<file path="src/rtl/dir_pkg.sv">
package dir_pkg;
    typedef enum logic [2:0] {
        ST_IDLE,
        ST_DECIDE,
        ST_FETCH,
        ST_INVAL,
        ST_COLLECT,
        ST_GRANT
    } dir_state_e;
endpackage

</file>
<file path="src/rtl/dir_pick.sv">
// Lowest-set-bit picker: index and one-hot of the lowest asserted bit.
module dir_pick #(
    parameter int W  = 4,
    localparam int IW = (W > 1) ? $clog2(W) : 1
) (
    input  logic [W-1:0]  vec,
    output logic [IW-1:0] idx,
    output logic [W-1:0]  hot,
    output logic          any
);
    always_comb begin
        idx = '0;
        hot = '0;
        any = |vec;
        for (int i = W - 1; i >= 0; i--) begin
            if (vec[i]) begin
                idx = IW'(i);
                hot = '0;
                hot[i] = 1'b1;
            end
        end
    end
endmodule

</file>
<file path="src/rtl/dir_store.sv">
// Directory entries: sharer vector and dirty flag per block.
module dir_store #(
    parameter int NODES = 4,
    parameter int BLKS  = 4,
    localparam int BW = (BLKS > 1) ? $clog2(BLKS) : 1
) (
    input  logic             clk,
    input  logic             rst_n,
    input  logic [BW-1:0]    rd_blk,
    output logic [NODES-1:0] rd_pres,
    output logic             rd_dirty,
    input  logic             wr_en,
    input  logic [BW-1:0]    wr_blk,
    input  logic [NODES-1:0] wr_pres,
    input  logic             wr_dirty
);
    logic [NODES-1:0] pres_q  [BLKS];
    logic             dirty_q [BLKS];

    for (genvar g = 0; g < BLKS; g++) begin : g_entry
        always_ff @(posedge clk) begin
            if (!rst_n) begin
                pres_q[g]  <= '0;
                dirty_q[g] <= 1'b0;
            end else if (wr_en && (wr_blk == BW'(g))) begin
                pres_q[g]  <= wr_pres;
                dirty_q[g] <= wr_dirty;
            end
        end
    end

    assign rd_pres  = pres_q[rd_blk];
    assign rd_dirty = dirty_q[rd_blk];
endmodule

</file>
<file path="src/rtl/dir_fsm.sv">
// Per-request sequencer.
module dir_fsm
    import dir_pkg::*;
#(
    parameter int NODES = 4,
    parameter int BLKS  = 4,
    localparam int NW = (NODES > 1) ? $clog2(NODES) : 1,
    localparam int BW = (BLKS > 1) ? $clog2(BLKS) : 1,
    localparam int CW = $clog2(NODES + 1)
) (
    input  logic             clk,
    input  logic             rst_n,
    input  logic             req_valid,
    output logic             req_ready,
    input  logic [NW-1:0]    req_node,
    input  logic [BW-1:0]    req_blk,
    input  logic             req_write,
    input  logic [NODES-1:0] ent_pres,
    input  logic             ent_dirty,
    input  logic [NW-1:0]    owner_idx,
    output logic [NODES-1:0] pend_mask,
    input  logic [NW-1:0]    tgt_idx,
    input  logic [NODES-1:0] tgt_hot,
    input  logic             ack_valid,
    input  logic             fetch_done,
    output logic             inv_valid,
    output logic [NW-1:0]    inv_node,
    output logic             fetch_valid,
    output logic [NW-1:0]    fetch_node,
    output logic             fetch_excl,
    output logic             grant_valid,
    output logic             grant_excl,
    output logic [NW-1:0]    cur_node,
    output logic [BW-1:0]    cur_blk,
    output logic             upd_en,
    output logic [NODES-1:0] upd_pres,
    output logic             upd_dirty
);
    dir_state_e       state_q, state_d;
    logic [NW-1:0]    node_q;
    logic [BW-1:0]    blk_q;
    logic             wr_q;
    logic [NODES-1:0] rem_q, rem_d;
    logic [CW-1:0]    sent_q, sent_d;
    logic [CW-1:0]    acks_q, acks_d;
    logic [NODES-1:0] self_bit;
    logic [NODES-1:0] others;
    logic             own_hit;

    assign self_bit = {{(NODES-1){1'b0}}, 1'b1} << node_q;
    assign others   = ent_pres & ~self_bit;
    assign own_hit  = ent_dirty && (ent_pres == self_bit);

    // State and request registers
    always_ff @(posedge clk) begin
        if (!rst_n) begin
            state_q <= ST_IDLE;
            node_q  <= '0;
            blk_q   <= '0;
            wr_q    <= 1'b0;
            rem_q   <= '0;
            sent_q  <= '0;
            acks_q  <= '0;
        end else begin
            state_q <= state_d;
            rem_q   <= rem_d;
            sent_q  <= sent_d;
            acks_q  <= acks_d;
            if (state_q == ST_IDLE && req_valid) begin
                node_q <= req_node;
                blk_q  <= req_blk;
                wr_q   <= req_write;
            end
        end
    end

    // Next state, message outputs and directory updates
    always_comb begin
        state_d     = state_q;
        rem_d       = rem_q;
        sent_d      = sent_q;
        acks_d      = acks_q;
        req_ready   = 1'b0;
        inv_valid   = 1'b0;
        fetch_valid = 1'b0;
        grant_valid = 1'b0;
        upd_en      = 1'b0;
        upd_pres    = ent_pres;
        upd_dirty   = ent_dirty;
        unique case (state_q)
            ST_IDLE: begin
                req_ready = 1'b1;
                if (req_valid) state_d = ST_DECIDE;
            end
            ST_DECIDE: begin
                rem_d  = '0;
                sent_d = '0;
                acks_d = '0;
                if (own_hit) begin
                    state_d = ST_GRANT;
                end else if (ent_dirty) begin
                    state_d = ST_FETCH;
                end else if (wr_q && (others != '0)) begin
                    rem_d   = others;
                    state_d = ST_INVAL;
                end else begin
                    upd_en    = 1'b1;
                    upd_pres  = wr_q ? self_bit : (ent_pres | self_bit);
                    upd_dirty = wr_q;
                    state_d   = ST_GRANT;
                end
            end
            ST_FETCH: begin
                fetch_valid = 1'b1;
                if (fetch_done) begin
                    upd_en    = 1'b1;
                    upd_pres  = wr_q ? self_bit : (ent_pres | self_bit);
                    upd_dirty = wr_q;
                    state_d   = ST_GRANT;
                end
            end
            ST_INVAL: begin
                inv_valid = 1'b1;
                rem_d     = rem_q & ~tgt_hot;
                sent_d    = sent_q + CW'(1);
                acks_d    = acks_q + CW'(ack_valid);
                if ((rem_q & ~tgt_hot) == '0) state_d = ST_COLLECT;
            end
            ST_COLLECT: begin
                acks_d = acks_q + CW'(ack_valid);
                if ((acks_q + CW'(ack_valid)) == sent_q) begin
                    upd_en    = 1'b1;
                    upd_pres  = self_bit;
                    upd_dirty = 1'b1;
                    state_d   = ST_GRANT;
                end
            end
            ST_GRANT: begin
                grant_valid = 1'b1;
                state_d     = ST_IDLE;
            end
            default: state_d = ST_IDLE;
        endcase
    end

    assign pend_mask  = rem_q;
    assign inv_node   = tgt_idx;
    assign fetch_node = owner_idx;
    assign fetch_excl = wr_q;
    assign grant_excl = wr_q;
    assign cur_node   = node_q;
    assign cur_blk    = blk_q;
endmodule

</file>
<file path="src/rtl/dir_home_ctrl.sv">
module dir_home_ctrl #(
    parameter int NODES = 4,
    parameter int BLKS  = 4,
    localparam int NW = (NODES > 1) ? $clog2(NODES) : 1,
    localparam int BW = (BLKS > 1) ? $clog2(BLKS) : 1
) (
    input  logic          clk,
    input  logic          rst_n,
    input  logic          req_valid,
    output logic          req_ready,
    input  logic [NW-1:0] req_node,
    input  logic [BW-1:0] req_blk,
    input  logic          req_write,
    output logic          inv_valid,
    output logic [NW-1:0] inv_node,
    output logic [BW-1:0] inv_blk,
    input  logic          ack_valid,
    output logic          fetch_valid,
    output logic [NW-1:0] fetch_node,
    output logic [BW-1:0] fetch_blk,
    output logic          fetch_excl,
    input  logic          fetch_done,
    output logic          grant_valid,
    output logic [NW-1:0] grant_node,
    output logic [BW-1:0] grant_blk,
    output logic          grant_excl
);
    logic [NODES-1:0] ent_pres;
    logic             ent_dirty;
    logic [NW-1:0]    owner_idx;
    logic [NODES-1:0] owner_hot;
    logic             owner_any;
    logic [NODES-1:0] pend_mask;
    logic [NW-1:0]    tgt_idx;
    logic [NODES-1:0] tgt_hot;
    logic             tgt_any;
    logic [NW-1:0]    cur_node;
    logic [BW-1:0]    cur_blk;
    logic             upd_en;
    logic [NODES-1:0] upd_pres;
    logic             upd_dirty;

    dir_store #(.NODES(NODES), .BLKS(BLKS)) u_store (
        .clk      (clk),
        .rst_n    (rst_n),
        .rd_blk   (cur_blk),
        .rd_pres  (ent_pres),
        .rd_dirty (ent_dirty),
        .wr_en    (upd_en),
        .wr_blk   (cur_blk),
        .wr_pres  (upd_pres),
        .wr_dirty (upd_dirty)
    );

    dir_pick #(.W(NODES)) u_owner (
        .vec (ent_pres),
        .idx (owner_idx),
        .hot (owner_hot),
        .any (owner_any)
    );

    dir_pick #(.W(NODES)) u_target (
        .vec (pend_mask),
        .idx (tgt_idx),
        .hot (tgt_hot),
        .any (tgt_any)
    );

    dir_fsm #(.NODES(NODES), .BLKS(BLKS)) u_fsm (
        .clk         (clk),
        .rst_n       (rst_n),
        .req_valid   (req_valid),
        .req_ready   (req_ready),
        .req_node    (req_node),
        .req_blk     (req_blk),
        .req_write   (req_write),
        .ent_pres    (ent_pres),
        .ent_dirty   (ent_dirty),
        .owner_idx   (owner_idx),
        .pend_mask   (pend_mask),
        .tgt_idx     (tgt_idx),
        .tgt_hot     (tgt_hot),
        .ack_valid   (ack_valid),
        .fetch_done  (fetch_done),
        .inv_valid   (inv_valid),
        .inv_node    (inv_node),
        .fetch_valid (fetch_valid),
        .fetch_node  (fetch_node),
        .fetch_excl  (fetch_excl),
        .grant_valid (grant_valid),
        .grant_excl  (grant_excl),
        .cur_node    (cur_node),
        .cur_blk     (cur_blk),
        .upd_en      (upd_en),
        .upd_pres    (upd_pres),
        .upd_dirty   (upd_dirty)
    );

    assign inv_blk    = cur_blk;
    assign fetch_blk  = cur_blk;
    assign grant_node = cur_node;
    assign grant_blk  = cur_blk;
endmodule

</file>
<file path="config.mk">
export PLATFORM = sky130hd
export DESIGN_NAME = dir_home_ctrl
export DESIGN_NICKNAME = d
export VERILOG_FILES = /design/src/rtl/dir_pkg.sv /design/src/rtl/dir_pick.sv /design/src/rtl/dir_store.sv /design/src/rtl/dir_fsm.sv /design/src/rtl/dir_home_ctrl.sv
export SDC_FILE = /design/constraint.sdc
export NUM_CORES = 1
export LEC_CHECK = 0
export BUFFER_PORTS_ARGS = -buffer_cell sky130_fd_sc_hd__clkbuf_2
export CAP_MARGIN = 25
export CORE_ASPECT_RATIO = 0.6
export CORE_UTILIZATION = 50
export CTS_CLUSTER_DIAMETER = 80
export DETAILED_ROUTE_END_ITERATION = 7
export MAX_ROUTING_LAYER = met4
export PLACE_DENSITY = 0.81
export SLEW_MARGIN = 15
export SYNTH_ARGS = -nofsm -noshare
export SYNTH_HDL_FRONTEND = slang
export SYNTH_SLANG_ARGS = --single-unit
</file>
<file path="constraint.sdc">
create_clock -name clk -period 2.65 [get_ports clk]
set_clock_uncertainty 0.1 [all_clocks]
set_input_delay 0 -clock clk [delete_from_list [all_inputs] [get_ports clk]]
set_output_delay 0 -clock clk [all_outputs]
set_load 0.02 [all_outputs]
</file>
# ---- Word-level counts from Yosys, hierarchy flattened
# Memories as Yosys holds them, arrays and structs flattened. A register that Yosys moved wholly into a read port is not among the register bits.
# Index checks and enable logic that the tools add are counted.
dict set report totals {
  output_inout_bits 18
  reg_bits 18
  ram_bits 20
  memories 2
  in_bits 10
  latchBits 0
  mem_bits_ro 0
  wordCells 128
}
dict set report op_classes {
  shifts 1
  n_mul 0
  eq_ne 14
  magnitude_cmp 0
  n_div 0
  reduce_logical 15
  n_addsub 2
  n_bitwise 13
  muxes 74
}
# memory words width read_ports rd_ports_with_merged_regs write_ports line
set mem_list {}
lappend mem_list {u_store.pres_q 4 4 1 1 4 dir_store.sv:17} ;# logic [NODES-1:0] pres_q [BLKS];
lappend mem_list {u_store.dirty_q 4 1 1 1 4 dir_store.sv:18} ;# logic dirty_q [BLKS];
# op count
set op_table {}
lappend op_table {{2-to-1 mux 4 bit} 17}
lappend op_table {{2-to-1 mux 1 bit} 31}
lappend op_table {{2-to-1 mux 2 bit} 12}
lappend op_table {{2-to-1 mux 3 bit} 7}
lappend op_table {{one-hot mux 3 bit (5 select lines)} 1}
lappend op_table {{one-hot mux 3 bit (2 select lines)} 2}
lappend op_table {{one-hot mux 4 bit (3 select lines)} 1}
lappend op_table {{bitwise AND 4 bit} 2}
lappend op_table {{inverter 4 bit} 2}
lappend op_table {{OR 1 bit} 8}
lappend op_table {{one-hot mux 4 bit (2 select lines)} 1}
lappend op_table {{logical AND 1 bit} 7}
lappend op_table {{== test 3 x 2 -> 1 bit, second input constant} 2}
lappend op_table {{== test 3 bit, second input constant} 2}
lappend op_table {{one-hot mux 1 bit (3 select lines)} 2}
lappend op_table {{== test 2 bit, second input constant} 2}
lappend op_table {{== test 4 bit} 1}
lappend op_table {{zero test 4 bit} 1}
lappend op_table {{inequality test 2 x 1 -> 1 bit, second input constant} 2}
lappend op_table {{inequality test 2 bit, second input constant} 2}
lappend op_table {{OR 4 bit} 1}
lappend op_table {{AND reduction 4 bit} 1}
lappend op_table {{nonzero test 2 bit} 2}
lappend op_table {{nonzero test 4 bit} 1}
lappend op_table {{other kinds (9)} 9}

# ---- Longest topological paths before layout
dict set report depth {
  depth_word 14
  mapped_depth 8
  depth_no_buf 7
}

# ---- By module
# A second synthesis with hierarchy kept.
dict set report hier_totals {
  cells_unflattened 263
  hier_area_um2 2508.7
}
# mod seq_area_each_um2 n_inst area_each_um2 cells_each
set by_module_without_submodules {}
lappend by_module_without_submodules {dir_fsm 360.3 1 1418.9 176}
lappend by_module_without_submodules {dir_store 590.6 1 937.1 61}
lappend by_module_without_submodules {dir_pick 0.0 2 61.3 11}
lappend by_module_without_submodules {dir_home_ctrl 0.0 1 30.0 4}

# ---- Worst setup path after synthesis
# Ideal clock, no wire load.
dict set report synth_timing {
  path_type {reg2reg}
  start {register (tool-made name)}
  end {memory u_store.dirty_q[3] (enable)}
  required_ps 2204
  setup_ps 346
  synth_period_minus_slack_ps 2956
  path_slack_ps -306
  arrival_ps 2510
  path_stages_with_launch 9
  n_path_buf 2
  cell_sequence {dfxtp_1 > buf_6 > mux4_2 > ha_1 > o41a_1 > o31ai_4 > buf_6 > o21ai_1 > o21ai_1}
}
# item line
set synth_lines {}
lappend synth_lines {{to (decl)} dir_store.sv:18}

==> impl_metrics.env <==
export IMPL_status="complete, but fails checks"
export IMPL_failed_checks="negative setup slack"
export IMPL_synth_seq_cells=40
export IMPL_hpwl_mm=4.88
export IMPL_critPathKind="flop to flop"
export IMPL_design_area_um2=3230
export IMPL_cp_data_arrival_time_ns=3.01
export IMPL_die_area_um2=5130
export IMPL_drt_pass1_iterations=5
export IMPL_clkTransAtPathRegs_ns=0.08
export IMPL_syn_inst=243
export IMPL_overflow=0
export IMPL_p_per_area_nw_per_um2=760
export IMPL_start_util=0.525
export IMPL_rsz0062_at_grt="true"
export IMPL_placed_area_um2=2830
export IMPL_tightest_slew_ns=0.731
export IMPL_relSlewSlack=0.511
export IMPL_cp_slowest_stage_delay_ns=0.55
export IMPL_hold_violations=0
export IMPL_port_buffers=27
export IMPL_die_x_um=91.8
export IMPL_clock_path_buffers=2
export IMPL_cp_end_kind="flop"
export IMPL_route_detailed_drc=0
export IMPL_drt_iter0_markers=367
export IMPL_holdCritPathClass="input port to flop"
export IMPL_ctsRootBufferMaster="clkbuf_8"
export IMPL_start_kind="flop"
export IMPL_ys_types=50
export IMPL_syn_to_final_growth_pct=33.5
export IMPL_die_h_um=55.9
export IMPL_io_pins=28
export IMPL_dpl_worst_slack_ns=-0.225
export IMPL_yosysWarnings=0
export IMPL_avgViaCountPerCell=6.32
export IMPL_cap_violations=0
export IMPL_htreeDepth=2
export IMPL_grt_pass1_wl_mm=11.1
export IMPL_cpLargestDelayFamily="compound AO/OA/AOI/OAI gates"
export IMPL_p_leak_nw=1.24
export IMPL_diodes=0
export IMPL_syn_nets=264
export IMPL_crit_top_cell="buf_6"
export IMPL_crit_chain="mux4_2 -> ha_4 -> o41a_1 -> o31ai_4 -> buf_6 -> buf_6 -> o211ai_1 -> a21oi_1"
export IMPL_drv_slew=0
export IMPL_total_power_mw=2.46
export IMPL_grt_total_usage=0.297
export IMPL_drive_gt1_frac=0.393
export IMPL_clkLatencyLatePin_ns=0.29
export IMPL_synthesis_area_um2=2420
export IMPL_fin_util=0.700
export IMPL_num_nets_final=325
export IMPL_finalSetupTns_ns=-10.25
export IMPL_detail_route_antenna_nets=0
export IMPL_crit_required_ns=2.66
export IMPL_ys_seq_area_frac=0.410
export IMPL_layout_common_cells="buf_4, clkbuf_2, nor2_1"
export IMPL_cts_tree="done"
export IMPL_grt_max_degree=18
export IMPL_syn_avg_cell_area_um2=9.96
export IMPL_fin_crit_sh=1.13
export IMPL_cts_buffers=5
export IMPL_crit_slowest_cell="mux4_2"
export IMPL_clock_sinks=40
export IMPL_path_buf_inv=2
export IMPL_synth_top_area_cell="edfxtp_1"
export IMPL_fin_ws_ns=-0.347
export IMPL_setup_violations=39
export IMPL_vias=2327
export IMPL_min_period_ns=3.00
export IMPL_wl_per_cell_um=20.2
export IMPL_cp_max_fo=5
export IMPL_synth_top_cell_area_share=0.236
export IMPL_mostFrequentLayoutCell="buf_4"
export IMPL_antenna_found_initial=0
export IMPL_gp_congestion=0.923
export IMPL_num_rows=19
export IMPL_synth_area_leaders="edfxtp_1, dfxtp_1, a21oi_1, ha_1, mux4_2"
export IMPL_clock_fmax_mhz=334
export IMPL_peakVddDrop_mv=0.505
export IMPL_coreArea_um2=4610
export IMPL_wirelength_mm=7.45
export IMPL_grt_pass1_vias=2132
worst paths after layout:
path	from	end	slack (ns)	cells after the start
setup / recovery	flop	u_store.pres_q[0][2]	-0.35	8
hold / removal	req_valid	u_fsm.state_q[2]	0.05	5
setup reg to reg	flop	u_store.pres_q[0][2]	-0.35	8
hold reg to reg	u_fsm.sent_q[1]	u_fsm.sent_q[1]	0.42	2
metrics by stage:
stage	hold slack, ns	instances
CTS	0.0404	365
floorplan	0.0472	243
finish	0.0465	368
detailed placement	0.144	349
global placement	0.134	349
global route	0.0470	368
report_power, final:
part / leakage [nW] / switching, mW / internal [mW] / total, mW
Sequential: 0.369 / 0.0704 / 0.714 / 0.785
Clock: 0.0552 / 0.211 / 0.280 / 0.491
Combinational: 0.817 / 0.669 / 0.511 / 1.18
cell families after synthesis:
family,count (synthesis),synth area share
xor+xnor,4,0.0207
flops,40,0.410
buf+inv,32,0.0672
compound gates,68,0.199
fa+ha+maj,12,0.0610
simple gates,71,0.151
mux,16,0.0920
synth_stat cells (all sizes together):
cell type	instances
a21oi	28
nor2	25
dfxtp	21
edfxtp	19
nand2	16
inv	14
buf	11
ha	11
mux2i	11
o21ai	11
clkbuf	6
mux4	5
nor3	5
o41a	5
a211oi	4
and3	4
nand3	4
o2111ai	4
o311ai	4
a311oi	3
nand2b	3
nor4	3
xor2	3
o211ai	2
or2	2
or3b	2
or4	2
a2111oi	1
a21boi	1
a221oi	1
a31oi	1
clkinv	1
maj3	1
nand3b	1
nand4	1
nand4bb	1
nor2b	1
o21a	1
o31ai	1
o41ai	1
or3	1
xor3	1
timing repair:
item,4_1_cts,5_1_grt
hold buffers,5,0
hold endpoints to repair,7,0
pin swaps,12,9
setup endpoints to repair,39,42
buffers inserted,3,3
resized for setup,26,12
worst register-to-register path, delay by kind of cell (launching register included):
kind            cells  cell delay [ns]
flops               1             0.40
mux                 1             0.55
fa+ha+maj           1             0.19
compound gates      4             1.32
buf+inv             2             0.28
flip-flops by register name (all words and copies together), names as in the netlist, named ones only:
signal            count
u_store.dirty_q       4
u_fsm.pend_mask       4
u_fsm.state_q         3
u_fsm.fetch_excl      1
u_fsm.acks_q          3
u_fsm.cur_node        2
u_fsm.cur_blk         2
u_fsm.sent_q          3
u_store.pres_q       16
layer usage:
metal / part of all wire / vias up / wire length, µm / global-route usage
met5: 0 / - / 0 / -
met4: 0.012 / 0 / 93 / 0.0647
met3: 0.12 / 16 / 876 / 0.0628
met2: 0.44 / 165 / 3250 / 0.411
met1: 0.43 / 1116 / 3230 / 0.446
li1: - / 1030 / - / -
final cells by class:
class                           count  area, µm²
Clock buffer                        6       72.6
Clock inverter                      2       35.0
Fill cell                         324       1380
Inverter                           15       56.3
Multi-Input combinational cell    171       1480
Sequential cell                    40        995
Tap cell                           63       78.8
Timing Repair Buffer               71        513
Note: power is estimated with default switching activity, not from simulation.
